--- config.mk ---
export PLATFORM = sky130hd
export DESIGN_NAME = irtmr_top
export DESIGN_NICKNAME = d
export VERILOG_FILES = /design/src/rtl/irtmr_pkg.sv /design/src/rtl/irtmr_prescale.sv /design/src/rtl/irtmr_counter.sv /design/src/rtl/irtmr_channel.sv /design/src/rtl/irtmr_top.sv
export SDC_FILE = /design/constraint.sdc
export NUM_CORES = 1
export LEC_CHECK = 0
export ABC_AREA = 1
export CORE_UTILIZATION = 45
export CTS_BUF_LIST = sky130_fd_sc_hd__clkbuf_16
export DETAILED_ROUTE_END_ITERATION = 8
export GPL_TIMING_DRIVEN = 1
export PLACE_DENSITY = 0.71
export RECOVER_POWER = 25
export SLEW_MARGIN = 20
export SYNTH_ARGS = -nofsm -noshare
export SYNTH_HDL_FRONTEND = slang
export SYNTH_SLANG_ARGS = --single-unit
--- constraint.sdc ---
create_clock -name clk -period 4.9 [get_ports clk]
set_input_delay 0.735 -clock clk [delete_from_list [all_inputs] [get_ports clk]]
set_output_delay 0.735 -clock clk [all_outputs]
set_load 0.1 [all_outputs]
--- src/rtl/irtmr_pkg.sv ---
package irtmr_pkg;
  typedef enum logic [1:0] {
    PS_DIV1   = 2'd0,
    PS_DIV8   = 2'd1,
    PS_DIV32  = 2'd2,
    PS_DIV128 = 2'd3
  } psel_e;

  typedef enum logic [1:0] {
    EDGE_NONE = 2'd0,
    EDGE_RISE = 2'd1,
    EDGE_FALL = 2'd2,
    EDGE_BOTH = 2'd3
  } edge_e;

  localparam int ADR_CONTROL = 0;
  localparam int ADR_LIMIT   = 1;
  localparam int ADR_COUNT   = 2;
  localparam int ADR_STATUS  = 3;
  localparam int ADR_CH_BASE = 4;

  localparam int CTL_RUN  = 0;
  localparam int CTL_IR   = 3;
endpackage

--- src/rtl/irtmr_prescale.sv ---
module irtmr_prescale
  import irtmr_pkg::*;
#(
  parameter int PRE_W = 7
) (
  input  logic       clk,
  input  logic       rst_n,
  input  logic       run,
  input  logic [1:0] sel,
  output logic       tick
);
  logic [PRE_W-1:0] pc_q, pc_d, mask;

  always_comb begin
    case (psel_e'(sel))
      PS_DIV1:  mask = '0;
      PS_DIV8:  mask = PRE_W'(7);
      PS_DIV32: mask = PRE_W'(31);
      default:  mask = PRE_W'(127);
    endcase
    tick = run && ((pc_q & mask) == mask);
    pc_d = run ? pc_q + 1'b1 : '0;
  end

  always_ff @(posedge clk or negedge rst_n) begin
    if (!rst_n) pc_q <= '0;
    else        pc_q <= pc_d;
  end

  // above divide-by-one, ticks are never adjacent while sel is steady
  a_r3_tick_spacing: assert property (@(posedge clk) disable iff (!rst_n)
    (tick && sel != 2'd0) |=> (!tick || sel != $past(sel)));
endmodule

--- src/rtl/irtmr_counter.sv ---
module irtmr_counter #(
  parameter int CNT_W = 16
) (
  input  logic             clk,
  input  logic             rst_n,
  input  logic             tick,
  input  logic [CNT_W-1:0] limit,
  output logic [CNT_W-1:0] count,
  output logic             wrap
);
  logic [CNT_W-1:0] cnt_q, cnt_d;

  always_comb begin
    wrap  = tick && (cnt_q >= limit);
    cnt_d = cnt_q;
    if (tick) cnt_d = wrap ? '0 : cnt_q + 1'b1;
  end

  always_ff @(posedge clk or negedge rst_n) begin
    if (!rst_n) cnt_q <= '0;
    else        cnt_q <= cnt_d;
  end

  assign count = cnt_q;

  // no tick, no movement
  a_r1_hold: assert property (@(posedge clk) disable iff (!rst_n)
    !tick |=> count == $past(count));
  // a tick below the limit steps by one
  a_r1_step: assert property (@(posedge clk) disable iff (!rst_n)
    (tick && !wrap) |=> count == $past(count) + 1'b1);
  // a wrap lands on zero
  a_r2_wrap_zero: assert property (@(posedge clk) disable iff (!rst_n)
    wrap |=> count == '0);
endmodule

--- src/rtl/irtmr_channel.sv ---
module irtmr_channel
  import irtmr_pkg::*;
#(
  parameter int CNT_W = 16
) (
  input  logic             clk,
  input  logic             rst_n,
  input  logic             cap_mode,
  input  logic [1:0]       edge_sel,
  input  logic             wr_val,
  input  logic [CNT_W-1:0] wdata,
  input  logic [CNT_W-1:0] count,
  input  logic             cap_in,
  input  logic             ir_en,
  input  logic             carrier,
  input  logic             clr_flag,
  output logic             out,
  output logic [CNT_W-1:0] value,
  output logic             flag
);
  logic             sync1_q, sync2_q, prev_q;
  logic [CNT_W-1:0] val_q, val_d;
  logic             flag_q, flag_d;
  logic             rise, fall, hit, pwm;

  always_comb begin
    rise = sync2_q && !prev_q;
    fall = !sync2_q && prev_q;
    case (edge_e'(edge_sel))
      EDGE_RISE: hit = rise;
      EDGE_FALL: hit = fall;
      EDGE_BOTH: hit = rise || fall;
      default:   hit = 1'b0;
    endcase
    hit    = hit && cap_mode;
    val_d  = hit ? count : (wr_val ? wdata : val_q);
    flag_d = hit ? 1'b1 : (clr_flag ? 1'b0 : flag_q);
    pwm    = !cap_mode && (count < val_q);
    out    = pwm && (!ir_en || carrier);
  end

  always_ff @(posedge clk or negedge rst_n) begin
    if (!rst_n) begin
      sync1_q <= 1'b0;
      sync2_q <= 1'b0;
      prev_q  <= 1'b0;
      val_q   <= '0;
      flag_q  <= 1'b0;
    end else begin
      sync1_q <= cap_in;
      sync2_q <= sync1_q;
      prev_q  <= sync2_q;
      val_q   <= val_d;
      flag_q  <= flag_d;
    end
  end

  assign value = val_q;
  assign flag  = flag_q;

  // a qualified edge stores the count seen on that cycle and raises the flag
  a_r5_capture: assert property (@(posedge clk) disable iff (!rst_n)
    hit |=> (value == $past(count)) && flag);
endmodule

--- src/rtl/irtmr_top.sv ---
module irtmr_top
  import irtmr_pkg::*;
#(
  parameter int CNT_W  = 16,
  parameter int NUM_CH = 5,
  parameter int PRE_W  = 7,
  localparam int ADDR_W = $clog2(ADR_CH_BASE + 2 * NUM_CH)
) (
  input  logic              clk,
  input  logic              rst_n,
  input  logic              wr_en,
  input  logic [ADDR_W-1:0] addr,
  input  logic [CNT_W-1:0]  wdata,
  output logic [CNT_W-1:0]  rdata,
  input  logic              carrier_in,
  input  logic              carrier_wrap,
  input  logic [NUM_CH-1:0] cap_in,
  output logic [NUM_CH-1:0] ch_out,
  output logic              irq
);
  localparam int ST_W = NUM_CH + 1;

  logic rs1_q, rs2_q, rst_int_n;

  always_ff @(posedge clk or negedge rst_n) begin
    if (!rst_n) begin
      rs1_q <= 1'b0;
      rs2_q <= 1'b0;
    end else begin
      rs1_q <= 1'b1;
      rs2_q <= rs1_q;
    end
  end
  assign rst_int_n = rs2_q;

  logic                   run_q, run_d, ir_q, ir_d;
  logic [1:0]             psel_q, psel_d;
  logic [CNT_W-1:0]       lim_q, lim_d;
  logic [NUM_CH-1:0][2:0] cfg_q, cfg_d;
  logic                   ovf_q, ovf_d;
  logic                   wr_ctl, wr_lim, wr_st;
  logic [ST_W-1:0]        clr;
  logic                   pre_tick, tick, wrap;
  logic [CNT_W-1:0]       count;
  logic [NUM_CH-1:0]      cap_flag, wr_val;
  logic [CNT_W-1:0]       ch_val [NUM_CH];

  always_comb begin
    wr_ctl = wr_en && (addr == ADDR_W'(ADR_CONTROL));
    wr_lim = wr_en && (addr == ADDR_W'(ADR_LIMIT));
    wr_st  = wr_en && (addr == ADDR_W'(ADR_STATUS));
    clr    = wr_st ? wdata[ST_W-1:0] : '0;
    run_d  = wr_ctl ? wdata[CTL_RUN]   : run_q;
    ir_d   = wr_ctl ? wdata[CTL_IR]    : ir_q;
    psel_d = wr_ctl ? wdata[2:1]       : psel_q;
    lim_d  = wr_lim ? wdata            : lim_q;
    ovf_d  = wrap ? 1'b1 : (clr[0] ? 1'b0 : ovf_q);
    cfg_d  = cfg_q;
    for (int k = 0; k < NUM_CH; k++) begin
      if (wr_en && addr == ADDR_W'(ADR_CH_BASE + 2 * k)) cfg_d[k] = wdata[2:0];
      wr_val[k] = wr_en && (addr == ADDR_W'(ADR_CH_BASE + 2 * k + 1));
    end
    tick = run_q && (ir_q ? carrier_wrap : pre_tick);
  end

  always_ff @(posedge clk or negedge rst_int_n) begin
    if (!rst_int_n) begin
      run_q  <= 1'b0;
      ir_q   <= 1'b0;
      psel_q <= 2'd0;
      lim_q  <= '1;
      cfg_q  <= '0;
      ovf_q  <= 1'b0;
    end else begin
      run_q  <= run_d;
      ir_q   <= ir_d;
      psel_q <= psel_d;
      lim_q  <= lim_d;
      cfg_q  <= cfg_d;
      ovf_q  <= ovf_d;
    end
  end

  irtmr_prescale #(.PRE_W(PRE_W)) u_pre (
    .clk(clk), .rst_n(rst_int_n), .run(run_q && !ir_q), .sel(psel_q), .tick(pre_tick)
  );

  irtmr_counter #(.CNT_W(CNT_W)) u_cnt (
    .clk(clk), .rst_n(rst_int_n), .tick(tick), .limit(lim_q), .count(count), .wrap(wrap)
  );

  for (genvar k = 0; k < NUM_CH; k++) begin : g_ch
    irtmr_channel #(.CNT_W(CNT_W)) u_ch (
      .clk(clk), .rst_n(rst_int_n),
      .cap_mode(cfg_q[k][0]), .edge_sel(cfg_q[k][2:1]),
      .wr_val(wr_val[k]), .wdata(wdata), .count(count),
      .cap_in(cap_in[k]), .ir_en(ir_q), .carrier(carrier_in),
      .clr_flag(clr[k+1]),
      .out(ch_out[k]), .value(ch_val[k]), .flag(cap_flag[k])
    );

    // a capture channel never drives its output
    a_r6_capture_quiet: assert property (@(posedge clk) disable iff (!rst_int_n)
      cfg_q[k][0] |-> !ch_out[k]);
  end

  always_comb begin
    rdata = '0;
    case (addr)
      ADDR_W'(ADR_CONTROL): rdata = CNT_W'({ir_q, psel_q, run_q});
      ADDR_W'(ADR_LIMIT):   rdata = lim_q;
      ADDR_W'(ADR_COUNT):   rdata = count;
      ADDR_W'(ADR_STATUS):  rdata = CNT_W'({cap_flag, ovf_q});
      default: begin
        for (int k = 0; k < NUM_CH; k++) begin
          if (addr == ADDR_W'(ADR_CH_BASE + 2 * k))     rdata = CNT_W'(cfg_q[k]);
          if (addr == ADDR_W'(ADR_CH_BASE + 2 * k + 1)) rdata = ch_val[k];
        end
      end
    endcase
  end

  assign irq = ovf_q || (|cap_flag);

  // a wrap always leaves the wrap flag set
  a_r2_flag_set: assert property (@(posedge clk) disable iff (!rst_int_n)
    wrap |=> ovf_q);
  // in carrier mode a low carrier silences every channel
  a_r8_carrier_gate: assert property (@(posedge clk) disable iff (!rst_int_n)
    (ir_q && !carrier_in) |-> ch_out == '0);
  // in carrier mode the count moves only on a carrier pulse
  a_r7_carrier_only: assert property (@(posedge clk) disable iff (!rst_int_n)
    (ir_q && !carrier_wrap) |=> $stable(count));
endmodule

### Word level (Yosys, flattened, before mapping)

Index checks and enable logic that the tools add are counted.

| word-level totals | value |
|---|---|
| register bits | 161 |
| input bits | 30 |
| output and inout port bits | 22 |
| logic and storage cells | 201 |

| cells by class | value |
|---|---|
| $add $sub $neg | 2 |
| order comparisons | 6 |
| equality and inequality tests | 31 |
| muxes and demuxes | 43 |
| bitwise operators | 1 |
| reduce and logical (&&, ||, !) cells | 79 |

Operator list:

| operator | count |
|---|---|
| $mux 16 | 20 |
| $lt 16x16->1 | 5 |
| $pmux 16 s4 | 1 |
| $logic_and 1x1->1 | 42 |
| $eq 4x4->1 const B | 6 |
| $eq 2x2->1 const B | 11 |
| $reduce_bool 2->1 | 11 |
| $pmux 7 s3 | 1 |
| $add 16x1->16 const B | 1 |
| $eq 4x3->1 const B | 4 |
| $ge 16x16->1 | 1 |
| $logic_not 1->1 | 16 |
| $pmux 1 s3 | 5 |
| $mux 1 | 13 |
| $eq 2x1->1 const B | 6 |
| $eq 4x2->1 const B | 2 |
| $add 7x1->7 const B | 1 |
| $and 7x7->7 | 1 |
| $eq 7x7->1 | 1 |
| $logic_or 1x1->1 | 7 |
| $mux 7 | 1 |
| $mux 6 | 1 |
| $reduce_or 5->1 | 1 |
| $eq 4x1->1 const B | 1 |
| 3 further kinds | 3 |

### Longest topological paths before layout

Gate-level depths: netlist of run 1.

| logic depth | value |
|---|---|
| word-level depth | 12 |
| gate-level depth with buffers | 16 |
| mapped depth without buffers | 14 |

### Hierarchy

From an unflattened synthesis of run 1, not the netlist that was laid out.

| second synthesis, totals | value |
|---|---|
| cells, all modules | 1374 |
| area total of the unflattened synthesis | 11202.0 um2 |

Modules (own cells, without submodules):

| module | instances | cells an instance | area an instance (um2) | seq. area each (um2) |
|---|---|---|---|---|
| irtmr_channel | 5 | 158 | 1387.6 | 500.5 |
| irtmr_top | 1 | 352 | 2567.5 | 970.9 |
| irtmr_counter | 1 | 183 | 1333.8 | 400.4 |
| irtmr_prescale | 1 | 49 | 362.8 | 175.2 |

### Worst setup path before layout of run 1

Ideal clock, no wire load.

| timing path | value |
|---|---|
| path type | input-to-output |
| from | input addr[3] |
| to | output rdata[10] |
| data arrival time | 2.896 ns |
| data required time | 4.165 ns |
| setup slack | 1.269 ns |
| stages | 4 |
| buffers on the path | 1 |
| cells stage by stage | nor2_2 -> nand2_1 -> clkbuf_1 -> o2111ai_1 |

| between the ends | value |
|---|---|
| word-level cells in the longest chain between the ends | 11 |
| elaborated cells on any way between the ends | 23 |
| classes of those cells | eq/ne (12); mux (10); reduce/logical (1) |

RTL lines:

| element | line | text |
|---|---|---|
| from (decl) | irtmr_top.sv:12 | `input logic [ADDR_W-1:0] addr,` |
| $eq 4x3->1 | irtmr_top.sv:117 | `if (addr == ADDR_W'(ADR_CH_BASE + 2 * k + 1)) rdata = ch_val[k];` |
| $mux 16 | irtmr_top.sv:117 |  |
| $mux 16 | irtmr_top.sv:116 | `if (addr == ADDR_W'(ADR_CH_BASE + 2 * k)) rdata = CNT_W'(cfg_q[k]);` |
| $mux 16 | irtmr_top.sv:117 |  |
| $mux 16 | irtmr_top.sv:116 |  |
| $mux 16 | irtmr_top.sv:117 |  |
| $mux 16 | irtmr_top.sv:116 |  |
| $mux 16 | irtmr_top.sv:117 |  |
| $mux 16 | irtmr_top.sv:116 |  |
| $mux 16 | irtmr_top.sv:117 |  |
| $pmux 16 s4 * | irtmr_top.sv:109 | `case (addr)` |
| to (decl) | irtmr_top.sv:14 | `output logic [CNT_W-1:0] rdata,` |

Mark *: on every way between the ends. The rest lies on a longest branch, timed or not.

### Final worst setup path of run 1

| timing path | value |
|---|---|
| from | register u_cnt.cnt_q[1] (netlist: u_cnt.count[1]) |
| to | output ch_out[2] |

| between the ends | value |
|---|---|
| word-level cells in the longest chain between the ends | 3 |

RTL lines:

| element | line | text |
|---|---|---|
| from (decl) | irtmr_counter.sv:11 | `logic [CNT_W-1:0] cnt_q, cnt_d;` |
| from (signal assigned) | irtmr_counter.sv:21 | `else cnt_q <= cnt_d;` |
| $lt 16x16->1 | irtmr_channel.sv:38 | `pwm = !cap_mode && (count < val_q);` |
| $logic_and 1x1->1 | irtmr_channel.sv:38 |  |
| $logic_and 1x1->1 | irtmr_channel.sv:39 | `out = pwm && (!ir_en \|\| carrier);` |
| to (decl) | irtmr_top.sv:18 | `output logic [NUM_CH-1:0] ch_out,` |

No other way between the ends.

==> results.tsv, run 1 <==
metric	value	unit
synth.most_common_cell	nand2_1	
synth_nets	1421	
crit_path_end_kind	primary output	
diodes	0	
stdcell_area	11520	sq um
cts-htree-levels	4	
clock_latency	0.44	ns
die_w	153.5	microns
crit_chain	ha_1 > a21oi_1 > o21ai_0 > nand2_1 > nand2_1 > nand2_1 > nand3_1 > nor2_1 > clkdlybuf4s50_1	
cpPeakStageDelay	1.14	ns
dpl.cell_count	1586	
grt_antenna_before_repair	0	
grt_pass1_wl	48.09	mm
io_buffers	51	
slowest_stage	clkdlybuf4s50_1	
clock.fmax	242.9	MHz
cts_tree	done	
yosys.area.top_type_share	35.12	%
syn_area	10330	sq um
synth_edf_count	0	
cts.sinks	161	
synthTopCellsByCount	nand2_1, inv_1, dfrtp_1	
die_area	23570	sq um
drt_pass1_iterations	5	
synthCells	1288	
critPathBufInv	1	
min_from	g_ch[2].u_ch.sync1_q	
cts-resized-gates	0	
async_reset_ff_share	100.0	%
yosysWarnings	0	
numCtsBuffers	17	
clockRootBuffer	clkbuf_16	
grt_usage	26.19	%
critical_path_class	reg2out	
placed_area	10960	sq um
tightest_slew	2.974	ns
grt_max_degree	75	
drv_slew	75	
synth_cell_types	36	
outcome	finished, violations left	
nNetsFinal	1453	
rr_worst_depth	1	
post-place-ws	1.225	ns
dpl.hpwl	22.30	mm
max-clock-path-buffers	2	
post-route-period-util	84.00	%
p_leak	5.633	nW
min_path_cells	0	
critPathTopFamily	buffers and inverters	
r2r-start	rs2_q	
regToRegSetupSlack	1.78	ns
clk_pin_slew	0.07	ns
grt_pass1_vias	8872	
avgSynthCellArea	8.021	sq um
tns	0	ns
slew_headroom	-98.27	%
finalClockSkew	0.01344	ns
rr_endpoint	g_ch[4].u_ch.value[15]	
synthFlopType	dfrtp_1	
postCtsSetupRepairBufs	0	
fin_cells	1618	
hold_viol	0	
min_to	g_ch[2].u_ch.sync2_q	
ys_ff_latch	161	
nFillCells	2133	
routedWlPerCell	18.40	microns
finalWeightedCongestion	0.9506	
cp_data_required_time	4.16	ns
postCtsHoldBufs	0	
period_minus_slack	4.116	ns
grt.overflow.total	0	
coreArea	22570	sq um
critical_path_arrival	3.38	ns
layout-drive-gt1-share	8.027	%
cp_max_fo	11	
min_path_type	reg2reg	
initial_core_util	45.77	%
finalSetupViolCount	0	
synth_area_leaders	dfrtp_1, ha_1, nand2_1	
areaGrowthSynthToFinish	11.55	%
fin_ws	0.7838	ns
ant_nets	0	
routed_wl	29.77	mm
vias	9306	
cpMostUsedCell	nand2_1	
core.rowCount	55	
grt_setup_unrepaired	false	
drtIter0Drc	979	
yosys.area.top_type	dfrtp_1	
fp.dieH	153.5	microns
violations	max-capacitance violations, max-slew violations	
io_pins	52	
vdd_drop_max	384.5	uV
drc_errors	0	
worst_setup_path_start_kind	register	
cap_violations	1	
vias_per_cell	5.752	
p_per_area	461.9	nW/um^2
seq_area_frac_synth	39.19	%
[power breakdown]
| group | internal [mW] | switching, mW |
|---|---|---|
| combinational | 0.675 | 1.40 |
| clock | 0.675 | 0.630 |
| sequential | 1.69 | 0.253 |
[layout make-up]
| type | count | area (sq um) | share of cell area (%) |
|---|---|---|---|
| Sequential cell | 161 | 4049 | 35.13 |
| Multi-Input combinational cell | 866 | 5225 | 45.34 |
| Inverter | 218 | 819.5 | 7.111 |
| Tap cell | 285 | 356.6 | 3.094 |
| Clock inverter | 15 | 141.4 | 1.227 |
| Timing Repair Buffer | 56 | 508.0 | 4.408 |
| Clock buffer | 17 | 425.4 | 3.691 |
[state kept, by name, summed over array words and instances, names as in the netlist, 2 cells and up]
register / flops
lim_q: 16
g_ch.u_ch.value: 80
cfg_q: 15
g_ch.u_ch.sync1_q: 5
psel_q: 2
u_cnt.count: 16
u_pre.pc_q: 7
g_ch.u_ch.flag: 5
g_ch.u_ch.sync2_q: 5
g_ch.u_ch.prev_q: 5
[routing by layer]
layer / part of all wire [%] / track usage, %
met2: 43 / 38.40
met3: 7.2 / 4.820
met1: 46 / 37.54
met5: 0 / 0
met4: 3.4 / 11.76
[through the flow]
stage | hold WS (ns) | util [%] | power (mW)
4_1_cts | 0.3500 | 51.09 | 5.320
5_1_grt | 0.3543 | 51.06 | 5.679
3_3_place_gp | 0.3329 | 48.58 | 3.960
3_5_place_dp | 0.3347 | 48.58 | 4.012
6_report | 0.3496 | 51.06 | 5.323
2_1_floorplan | 0.3312 | - | 3.461
[cells by family after synthesis]
group	Yosys count	share of synthesized area (%)
adder cells (fa/ha/maj)	103	12.47
XOR/XNOR	13	1.102
flip-flops	161	39.19
buffers and inverters	261	10.21
other	1	0.03630
AND/OR/NAND/NOR	477	19.72
AO/OA/AOI/OAI	272	17.27
[worst max path at each step]
stage	end	cells after the start	start
floorplan	cfg_q[0]	0	rs2_q
global placement	ch_out[4]	4	carrier_in
detailed placement	rdata[2]	8	addr[1]
CTS	ch_out[4]	9	u_cnt.count[15]
global route	ch_out[4]	9	u_cnt.count[15]
finish	ch_out[2]	9	u_cnt.count[1]
[placed cells by master (no fill, tap or decap), drive strengths merged]
master,count
nor4,1
clkdlybuf4s50,29
ha,103
dfstp,16
nand2,288
o22ai,30
clkinvlp,1
nand4,7
o21ai,82
o211ai,7
nor2,72
a21oi,56
o2111ai,10
nand3b,4
conb,1
xor2,13
a211oi,3
o21a,5
a21o,1
nor3,11
inv,227
dfrtp,145
clkinv,5
o221ai,78
dlygate4sd3,6
nand3,94
buf,21
clkbuf,17
(Power assumes the default switching activity.)
==> inputs of run 2 (changes only) <==
==> constraint.sdc (replaced) <==
create_clock -name clk -period 3.3 [get_ports clk]
set_input_delay 0.495 -clock clk [delete_from_list [all_inputs] [get_ports clk]]
set_output_delay 0.495 -clock clk [all_outputs]
set_load 0.1 [all_outputs]
==> results.tsv, run 2 (synthesized netlist as in run 1, its figures left out) <==
metric	value	unit	change
outcome	finished, violations left		unchanged
violations	max-capacitance violations, max-slew violations		unchanged
rr_worst_depth	1		unchanged
regArea	4049	sq um	unchanged
final_util	52.22	%	was 51.06%
clk_pin_slew	0.07	ns	about the same
die_w	153.5	microns	unchanged
path_depth	7		was 9
crit_chain	ha_1 > a21oi_1 > o21ai_0 > a21oi_1 > nand3_1 > nor2_1 > buf_4		was ha_1 > a21oi_1 > o21ai_0 > nand2_1 > nand2_1 > nand2_1 > nand3_1 > nor2_1 > clkdlybuf4s50_1
min_path_type	in2async		was reg2reg
worst_setup_path_start_kind	register		unchanged
drtIter0Drc	916		was 979
nFillCells	2096		was 2,133
period_minus_slack	3.113	ns	
drv_slew	59		was 75
stdcell_area	11790	sq um	was 11,520 sq um
clock.fmax	321.2	MHz	
dpl.hpwl	22.89	mm	was 22.30 mm
cpMostUsedCell	a21oi_1		was nand2_1
critical_path_arrival	2.62	ns	was 3.38 ns
final_common_cell	nand2_1		unchanged
routed_wl	30.55	mm	was 29.77 mm
cts-resized-gates	0		unchanged
grt_pass1_vias	9037		was 8,872
core.rowCount	55		unchanged
finalClockSkew	0.01310	ns	was 0.01344 ns
finalSetupViolCount	0		unchanged
multi_input_area	5225	sq um	unchanged
io_buffers	51		unchanged
grt_antenna_before_repair	0		unchanged
nNetsFinal	1462		was 1,453
grt_setup_unrepaired	false		unchanged
cts.sinks	161		unchanged
hold_viol	0		unchanged
p_leak	5.736	nW	was 5.633 nW
cp_data_required_time	2.80	ns	was 4.16 ns
critPathTopFamily	flip-flops		was buffers and inverters
diodes	0		unchanged
critical_path_class	reg2out		unchanged
areaGrowthSynthToFinish	14.10	%	was 11.55%
cap_violations	1		unchanged
die_area	23570	sq um	unchanged
vias	9446		was 9,306
drt_pass1_iterations	5		unchanged
final_cell_mix	nand2_1, inv_1, dfrtp_1		unchanged
critPathBufInv	1		unchanged
cts-htree-levels	4		unchanged
vias_per_cell	5.806		was 5.752
finalWeightedCongestion	0.9168		was 0.9506
numCtsBuffers	17		unchanged
placed_area	11230	sq um	was 10,960 sq um
fin_ws	0.1868	ns	was 0.7838 ns
ant_nets	0		unchanged
drc_errors	0		unchanged
postCtsSetupRepairBufs	0		unchanged
largest_reg_flops	80		unchanged
total_power	8.040	mW	was 5.323 mW
p_per_area	682.1	nW/um^2	was 461.9 nW/um^2
regToRegSetupSlack	0.74	ns	was 1.78 ns
layout-drive-gt1-share	9.016	%	was 8.027%
routedWlPerCell	18.78	microns	was 18.40 microns
post-route-period-util	94.34	%	
fin_cells	1627		was 1,618
dpl.cell_count	1595		was 1,586
coreArea	22570	sq um	unchanged
clock_latency	0.44	ns	about the same
slowest_stage	dfrtp_1		was clkdlybuf4s50_1
tns	0	ns	unchanged
rr_endpoint	lim_q[15]		was g_ch[4].u_ch.value[15]
crit_path_end_kind	primary output		unchanged
initial_core_util	45.77	%	unchanged
grt_max_degree	60		was 75
vdd_drop_max	596.2	uV	was 384.5 uV
grt_pass1_wl	48.96	mm	was 48.09 mm
grt.overflow.total	0		unchanged
tightest_slew	2.534	ns	was 2.974 ns
grt_usage	26.86	%	was 26.19%
fp.dieH	153.5	microns	unchanged
r2r-start	rs2_q		unchanged
io_pins	52		unchanged
max-clock-path-buffers	2		unchanged
holdWs	0.2745	ns	was 0.3496 ns
postCtsHoldBufs	0		unchanged
clockRootBuffer	clkbuf_16		unchanged
cp_max_fo	12		was 11
cpPeakStageDelay	0.80	ns	was 1.14 ns
slew_headroom	-68.91	%	was -98.27%
cts_tree	done		unchanged
post-place-ws	0.3925	ns	was 1.225 ns
## run 2: cell types whose count changed in the layout (fill, tap and decap cells not counted)
cell / change
buf_4: -3
clkdlybuf4s50_1: -6
clkbuf_2: +1
clkinvlp_4: -1
buf_12: +17
clkinv_1: +1
clkinv_4: +1
clkinv_2: -1
## run 2: layout make-up
type / count / share of cell area, %
Inverter: 218 / 6.953
Multi-Input combinational cell: 866 / 44.33
Timing Repair Buffer: 65 / 6.539
Clock inverter: 15 / 1.199
Tap cell: 285 / 3.025
Clock buffer: 17 / 3.609
Sequential cell: 161 / 34.35
## run 2: layer usage
layer	share of wire, %	vias to the layer above	routed length, microns	global-route usage, %
met5	0	-	0	0
met4	3.0	0	905	11.38
met3	9.2	57	2815	5.947
met2	44	421	13430	39.89
met1	44	4523	13410	37.68
li1	-	4445	-	-
## run 2: how the worst max path moves through the flow
stage,startpoint,to
floorplan,addr[3],rdata[10]
global placement,addr[0],rdata[5]
detailed placement,addr[0],rdata[5]
CTS,u_cnt.count[11],ch_out[4]
global route,u_cnt.count[11],ch_out[4]
finish,u_cnt.count[11],ch_out[4]
## run 2: report_power, final
part	total [mW]	internal [mW]	leakage, nW	switching [mW]
Combinational	3.19	1.09	3.44	2.11
Clock	1.94	1.00	0.280	0.934
Sequential	2.91	2.51	2.01	0.404
Total	8.04	4.60	5.74	3.44
